**src/rtl/dram_pd_stepper.sv**
```systemverilog
module dram_pd_stepper #(
  parameter int LAT_APD  = 2,
  parameter int LAT_PPD  = 3,
  parameter int LAT_SELF = 6
) (
  input  logic       clk,
  input  logic       rst_n,
  input  logic       idle,
  input  logic       bank_open,
  input  logic       ref_tick,
  input  logic       req_pend,
  output logic [2:0] cmd,
  output logic       ref_out,
  output logic [2:0] state,
  output logic       ready
);
  localparam int LAT_MAX = (LAT_SELF > LAT_PPD) ? ((LAT_SELF > LAT_APD) ? LAT_SELF : LAT_APD)
                                                : ((LAT_PPD > LAT_APD) ? LAT_PPD : LAT_APD);
  localparam int CW = $clog2(LAT_MAX + 1);

  localparam logic [2:0] ST_RUN = 3'd0, ST_APD = 3'd1, ST_PPD = 3'd2, ST_SELF = 3'd3, ST_WAKE = 3'd4;
  localparam logic [2:0] C_NONE = 3'd0, C_APD_IN = 3'd1, C_PPD_IN = 3'd2, C_PREA_PPD = 3'd3,
                         C_SELF_IN = 3'd4, C_PD_OUT = 3'd5, C_SELF_OUT = 3'd6;

  logic [2:0]    nxt_state, nxt_cmd;
  logic [CW-1:0] cnt, nxt_cnt;

  assign ready = (state == ST_RUN);

  always_comb begin
    nxt_state = state;
    nxt_cmd   = C_NONE;
    nxt_cnt   = cnt;
    case (state)
      ST_RUN:
        if (ref_tick && idle && !req_pend) begin
          nxt_state = ST_APD;
          nxt_cmd   = C_APD_IN;
        end
      ST_APD:
        if (req_pend) begin
          nxt_state = ST_WAKE;
          nxt_cmd   = C_PD_OUT;
          nxt_cnt   = CW'(LAT_APD - 1);
        end else if (ref_tick) begin
          nxt_state = ST_PPD;
          nxt_cmd   = bank_open ? C_PREA_PPD : C_PPD_IN;
        end
      ST_PPD:
        if (req_pend) begin
          nxt_state = ST_WAKE;
          nxt_cmd   = C_PD_OUT;
          nxt_cnt   = CW'(LAT_PPD - 1);
        end else if (ref_tick) begin
          nxt_state = ST_SELF;
          nxt_cmd   = C_SELF_IN;
        end
      ST_SELF:
        if (req_pend) begin
          nxt_state = ST_WAKE;
          nxt_cmd   = C_SELF_OUT;
          nxt_cnt   = CW'(LAT_SELF - 1);
        end
      ST_WAKE:
        if (cnt == '0) nxt_state = ST_RUN;
        else           nxt_cnt   = cnt - 1'b1;
      default: nxt_state = ST_RUN;
    endcase
  end

  always_ff @(posedge clk) begin
    if (!rst_n) begin
      state   <= ST_RUN;
      cmd     <= C_NONE;
      cnt     <= '0;
      ref_out <= 1'b0;
    end else begin
      state   <= nxt_state;
      cmd     <= nxt_cmd;
      cnt     <= nxt_cnt;
      ref_out <= ref_tick && (state == ST_RUN || state == ST_APD || state == ST_PPD);
    end
  end

  AST_RUN_STEP: assert property (@(posedge clk) disable iff (!rst_n)
    (state == ST_RUN) |=> (state == ST_RUN || state == ST_APD));
  AST_PREA_ON_OPEN: assert property (@(posedge clk) disable iff (!rst_n)
    (state == ST_APD && ref_tick && !req_pend && bank_open) |=> (cmd == C_PREA_PPD && state == ST_PPD));
  AST_SELF_NO_REF: assert property (@(posedge clk) disable iff (!rst_n)
    (state == ST_SELF) |=> !ref_out);
  AST_NO_TIMEOUT: assert property (@(posedge clk) disable iff (!rst_n)
    (state != ST_WAKE && !ref_tick && !req_pend) |=> $stable(state));
  AST_REQ_WAKES: assert property (@(posedge clk) disable iff (!rst_n)
    (req_pend && (state == ST_APD || state == ST_PPD || state == ST_SELF)) |=> (state == ST_WAKE && cmd != C_NONE));
  AST_CMD_PULSE: assert property (@(posedge clk) disable iff (!rst_n)
    (cmd != C_NONE && !ref_tick && !req_pend) |=> (cmd == C_NONE));
endmodule

```
**config.mk**
```make
export PLATFORM = sky130hd
export DESIGN_NAME = dram_pd_stepper
export DESIGN_NICKNAME = d
export VERILOG_FILES = /design/src/rtl/dram_pd_stepper.sv
export SDC_FILE = /design/constraint.sdc
export NUM_CORES = 1
export LEC_CHECK = 0
export CORE_AREA = 2 2 39 41
export DETAILED_ROUTE_END_ITERATION = 10
export DIE_AREA = 0 0 41 43
export PLACE_DENSITY = 0.71
export SYNTH_ARGS = -nofsm -noshare
export SYNTH_HDL_FRONTEND = slang
export SYNTH_SLANG_ARGS = --single-unit
```
**constraint.sdc**
```tcl
create_clock -name clk -period 2.9 [get_ports clk]
set_input_delay 0.29 -clock clk [delete_from_list [all_inputs] [get_ports clk]]
set_output_delay 0.29 -clock clk [all_outputs]
set_load 0.005 [all_outputs]
```
**Word level (Yosys, flattened, before mapping)**

Cells that the tools add are included.

- Multipliers: 0
- Equal/unequal tests: 12
- Shift operators: 0
- Divide/modulo/power cells: 0
- Add/sub/neg operators: 1
- Bitwise logic cells: 0
- Mux-type cells: 21
- Reduce and logical (&&, ||, !) cells: 11
- Order comparisons: 0

Operator list:

| cell | count |
|---|---|
| 2-to-1 mux 3 bit | 15 |
| case mux 3 bit (4 select lines) | 2 |
| case mux 3 bit (5 select lines) | 1 |
| != test 2 bit (second input constant) | 5 |
| AND reduction 5 bit | 2 |
| == test 3 x 2 -> 1 bit (second input constant) | 2 |
| zero test 3 bit | 2 |
| != test 3 bit (second input constant) | 2 |
| nonzero test 4 bit | 1 |
| == test 3 x 1 -> 1 bit (second input constant) | 1 |
| == test 3 bit (second input constant) | 1 |
| logical AND 1 bit | 3 |
| subtractor 3 x 1 -> 3 bit (second input constant) | 1 |
| logical OR 1 bit | 2 |
| 2-to-1 mux 1 bit | 2 |
| 2-to-1 mux 2 bit | 1 |
| != test 2 x 1 -> 1 bit (second input constant) | 1 |
| zero test 1 bit | 1 |

- Input port bits: 6
- Bits in writable memories: 0
- Output and inout port bits: 8
- Bits in latches: 0
- Register bits: 10
- Memories: 0
- Memory bits (read-only): 0
- Word-level logic and storage cells: 49

**Depth between registers and ports, before layout**

- Word-level depth: 4
- Mapped depth: 6
- Mapped depth without buffers: 6

**Worst setup path after synthesis**

No wires, ideal clock.

- Path kind: flip-flop to flip-flop
- Start point: register cnt[0]
- End point: register cnt[1]
- Library setup time: 0.065 ns
- Clock period less this slack: 1.433 ns
- Data required time: 2.835 ns
- Stages on the path, launching flop included: 7
- Arrival time: 1.368 ns
- Setup slack: 1.467 ns
- Buffers on the path: 0
- Path through: dfxtp_1 -> inv_1 -> ha_1 -> or3b_2 -> a21oi_1 -> mux2i_1 -> nor2b_1

- Word-level cells in the longest chain between the ends: 3
- Elaborated cells on any way between the ends: 6
- Classes of those cells: 1 x add/sub; 1 x eq/ne; 2 x mux; 2 x reduce/logical

Ends and longest elaborated chain:

| element | line | source |
|---|---|---|
| from (decl) | 26 | `logic [CW-1:0] cnt, nxt_cnt;` |
| from (signal assigned) | 80 | `cnt <= nxt_cnt;` |
| subtractor 3 x 1 -> 3 bit or zero test 3 bit (tied branches) | 66, 65 |  |
| 2-to-1 mux 3 bit or != test 2 bit (tied branches) | - |  |
| case mux 3 bit (4 select lines) or AND reduction 5 bit (tied branches) | - |  |

Several ways; a longest one is shown, not always the timed one. The select of a mux whose other input is x is not followed.
A chain may end at the register's enable or synchronous reset.

**Worst setup path in the final report**

- Start point: register state[0]
- End point: output port ready

- Word-level cells in the longest chain between the ends: 1

Ends and longest elaborated chain:

| element | line | source |
|---|---|---|
| from (decl) | 14 | `output logic [2:0] state,` |
| from (signal assigned) | 78 | `state <= nxt_state;` |
| zero test 3 bit | 28 | `assign ready = (state == ST_RUN);` |
| to (decl) | 15 | `output logic ready` |

Every way passes these cells.

==> metrics.md <==
| Metric | Value |
|---|---|
| Status | `complete, no violations` |
| Die area | `1760 sq um` |
| DR WL met2 | `529 um` |
| GRT overflow | `0` |
| Met3 WL | `54 um` |
| Switch share | `0.336` |
| Slew margin rel. | `0.714` |
| Htree depth | `1` |
| Flops & latches, synth | `10` |
| Routed vias/inst | `5.29` |
| Worst-Skew Late Latency | `260 ps` |
| WP data required | `2610 ps` |
| Max Fclk | `0.567 GHz` |
| Peak fanout along the critical path | `13` |
| Worst-path clk slew | `60 ps` |
| Final hold viol count | `0` |
| PD cells | `655 nW/um^2` |
| Cts hold-fix bufs | `0` |
| Post-synthesis sequential area ratio | `0.348` |
| GRT Util Overall | `0.153` |
| Syn Inst Count | `66` |
| Post-synth ARST share | `0` |
| Width of the chip | `41 um` |
| First-pass GRT wire length | `1.86 mm` |
| Max Used Layer | `met4` |
| Leakage | `0.272 nW` |
| Initial drt markers | `16` |
| Peak supply drop | `0.000290 V` |
| Critical path class | `reg2out` |
| Vias in the first global route | `425` |
| Clock network power share | `0.198` |
| Initial core utilization | `0.416` |
| Final worst path period share | `0.609` |
| Initial DRT Pass Iterations | `4` |
| Std cell rows | `14` |
| Final setup TNS | `0 ps` |
| Commonest non-fill, non-tap cell in the layout | `clkdlybuf4s50_1` |
| Synth warn | `0` |
| Avg WL per Cell | `11.9 um` |
| Die extent in y | `43 um` |
| Syn nets | `74` |
| Crit path arrival time | `1470 ps` |
| Post-CTS Setup Bufs | `0` |
| Antenna cells | `0` |
| Routed WL | `1.13 mm` |
| Fin nets | `89` |
| Port buffer count | `13` |
| Tightest Pin Transition | `429 ps` |
| Clk sink count | `10` |
| Pins Over Slew Limit | `0` |
| Hpwl dp | `822 um` |
| Cts bufs inserted | `3` |
| Startpoint Class | `flop` |
| Final core occ | `0.528` |
| P&R area growth vs syn | `27.0%` |
| Commonest cells after routing, fill and taps aside | `13 x clkdlybuf4s50_1, 10 x dfxtp_1, 6 x a21oi_1` |
| Gate power share | `0.400` |
| PostCTS Resize Cnt | `0` |
| Count of cell types in the netlist | `29` |
| Seq pwr share | `0.403` |
| Max Buffers Root-to-Sink | `2` |
| Post-synth EDFFs | `0` |
| Met1 wire length | `537 um` |
| Top Ports | `14` |
| CP Capture Type | `primary output` |
| Hold WC Path Type | `reg2reg` |
| Total power | `479 uW` |
| CTS tree | `yes` |
| Via count | `503` |
| RD Place Congestion | `0.724` |
| Antenna Nets Post-Route | `0` |
| Final Setup Violations | `0` |
| RSZ-0062 raised after global routing | `false` |
| Final worst path period need | `1760 ps` |
| Cell Int Power | `318 uW` |
| Clk root buf | `clkbuf_4` |
| Antenna violations before repair | `0` |
| Largest net degree at the start of global routing | `14` |
| DR DRC count | `0` |
| Fraction of layout cells with a size suffix above 1 | `0.0886` |
| Clk_skew | `0.334 ps` |
| Core Region | `1380 sq um` |
| Mapped Avg Cell Area | `8.72 sq um` |
| Psw | `161 uW` |
| Area of the mapped netlist | `576 sq um` |
| Max-cap viol count | `0` |
| Dominant synthesized flop cell | `dfxtp_1` |
[power by group through the flow]
| stage | Clock (mW) | Sequential (mW) | Combinational [mW] |
|---|---|---|---|
| 2_1_floorplan | 0 | 0.175 | 0.141 |
| 3_5_place_dp | 0 | 0.195 | 0.192 |
| 4_1_cts | 0.0982 | 0.192 | 0.194 |
| 6_report | 0.0945 | 0.193 | 0.191 |
| 5_1_grt | 0.104 | 0.199 | 0.217 |
| 3_3_place_gp | 0 | 0.195 | 0.190 |
[worst max-delay path, stage by stage, from the launching register on]
cell and delay [ps]:
dfxtp_1 440, nor3_1 250, clkdlybuf4s50_1 530
[state kept, by name, indices dropped and copies added (netlist names)]
name and flops:
cmd 3, cnt 3, state 3, ref_out 1
[synthesized netlist by cell type, types with 2 or more instances]
| master | instances | share of area |
|---|---|---|
| dfxtp_1 | 10 | 0.35 |
| a21oi_1 | 6 | 0.052 |
| inv_1 | 4 | 0.026 |
| nand2b_1 | 4 | 0.043 |
| nor2b_1 | 4 | 0.043 |
| mux2i_1 | 3 | 0.052 |
| nand2_1 | 3 | 0.020 |
| nor3_1 | 3 | 0.026 |
| or3_1 | 3 | 0.033 |
| and2_1 | 2 | 0.022 |
| and3_1 | 2 | 0.022 |
| buf_2 | 2 | 0.017 |
| ha_1 | 2 | 0.043 |
| nand3b_1 | 2 | 0.026 |
| nor2_1 | 2 | 0.013 |
[routing by layer]
| layer | track usage | vias up |
|---|---|---|
| met4 | 0.0600 | 0 |
| met3 | 0.0471 | 2 |
| met5 | 0 | - |
| met2 | 0.200 | 14 |
| li1 | - | 263 |
| met1 | 0.226 | 224 |
[cell families (layout without fill, tap and decap cells)]
family | after synthesis | after routing | synth area share
AO/OA/AOI/OAI | 16 | 16 | 0.202
XOR/XNOR | 1 | 1 | 0.0152
adder cells (fa/ha/maj) | 2 | 2 | 0.0435
buffers and inverters | 7 | 20 | 0.0565
flip-flops | 10 | 10 | 0.348
multiplexers | 3 | 3 | 0.0522
AND/OR/NAND/NOR | 27 | 27 | 0.283
[cell type report]
type,count,area (sq um)
Fill cell,153,653
Inverter,4,15.0
Tap cell,16,20.0
Clock buffer,3,22.5
Multi-Input combinational cell,49,343
Sequential cell,10,200
Timing Repair Buffer,13,130
[stage by stage]
step / area, sq um / hold WS (ps) / instances / setup slack, ps
6_report: 731 / 516 / 95 / 1140
5_1_grt: 731 / 530 / 95 / 1010
4_1_cts: 731 / 522 / 95 / 1140
3_5_place_dp: 708 / 506 / 92 / 1140
3_3_place_gp: 708 / 502 / 92 / 1210
2_1_floorplan: 576 / 412 / 66 / 1470
[worst paths after layout]
| kind | startpoint | endpoint | slack (ps) | cells past startpoint |
|---|---|---|---|---|
| max reg2reg | state[2] | cnt[2] | 1230 | 4 |
| max | state[0] | ready | 1140 | 2 |
| min reg2reg | cnt[2] | cnt[2] | 520 | 1 |
| min | cnt[2] | cnt[2] | 520 | 1 |
Note: power is estimated with default switching activity, not from simulation.
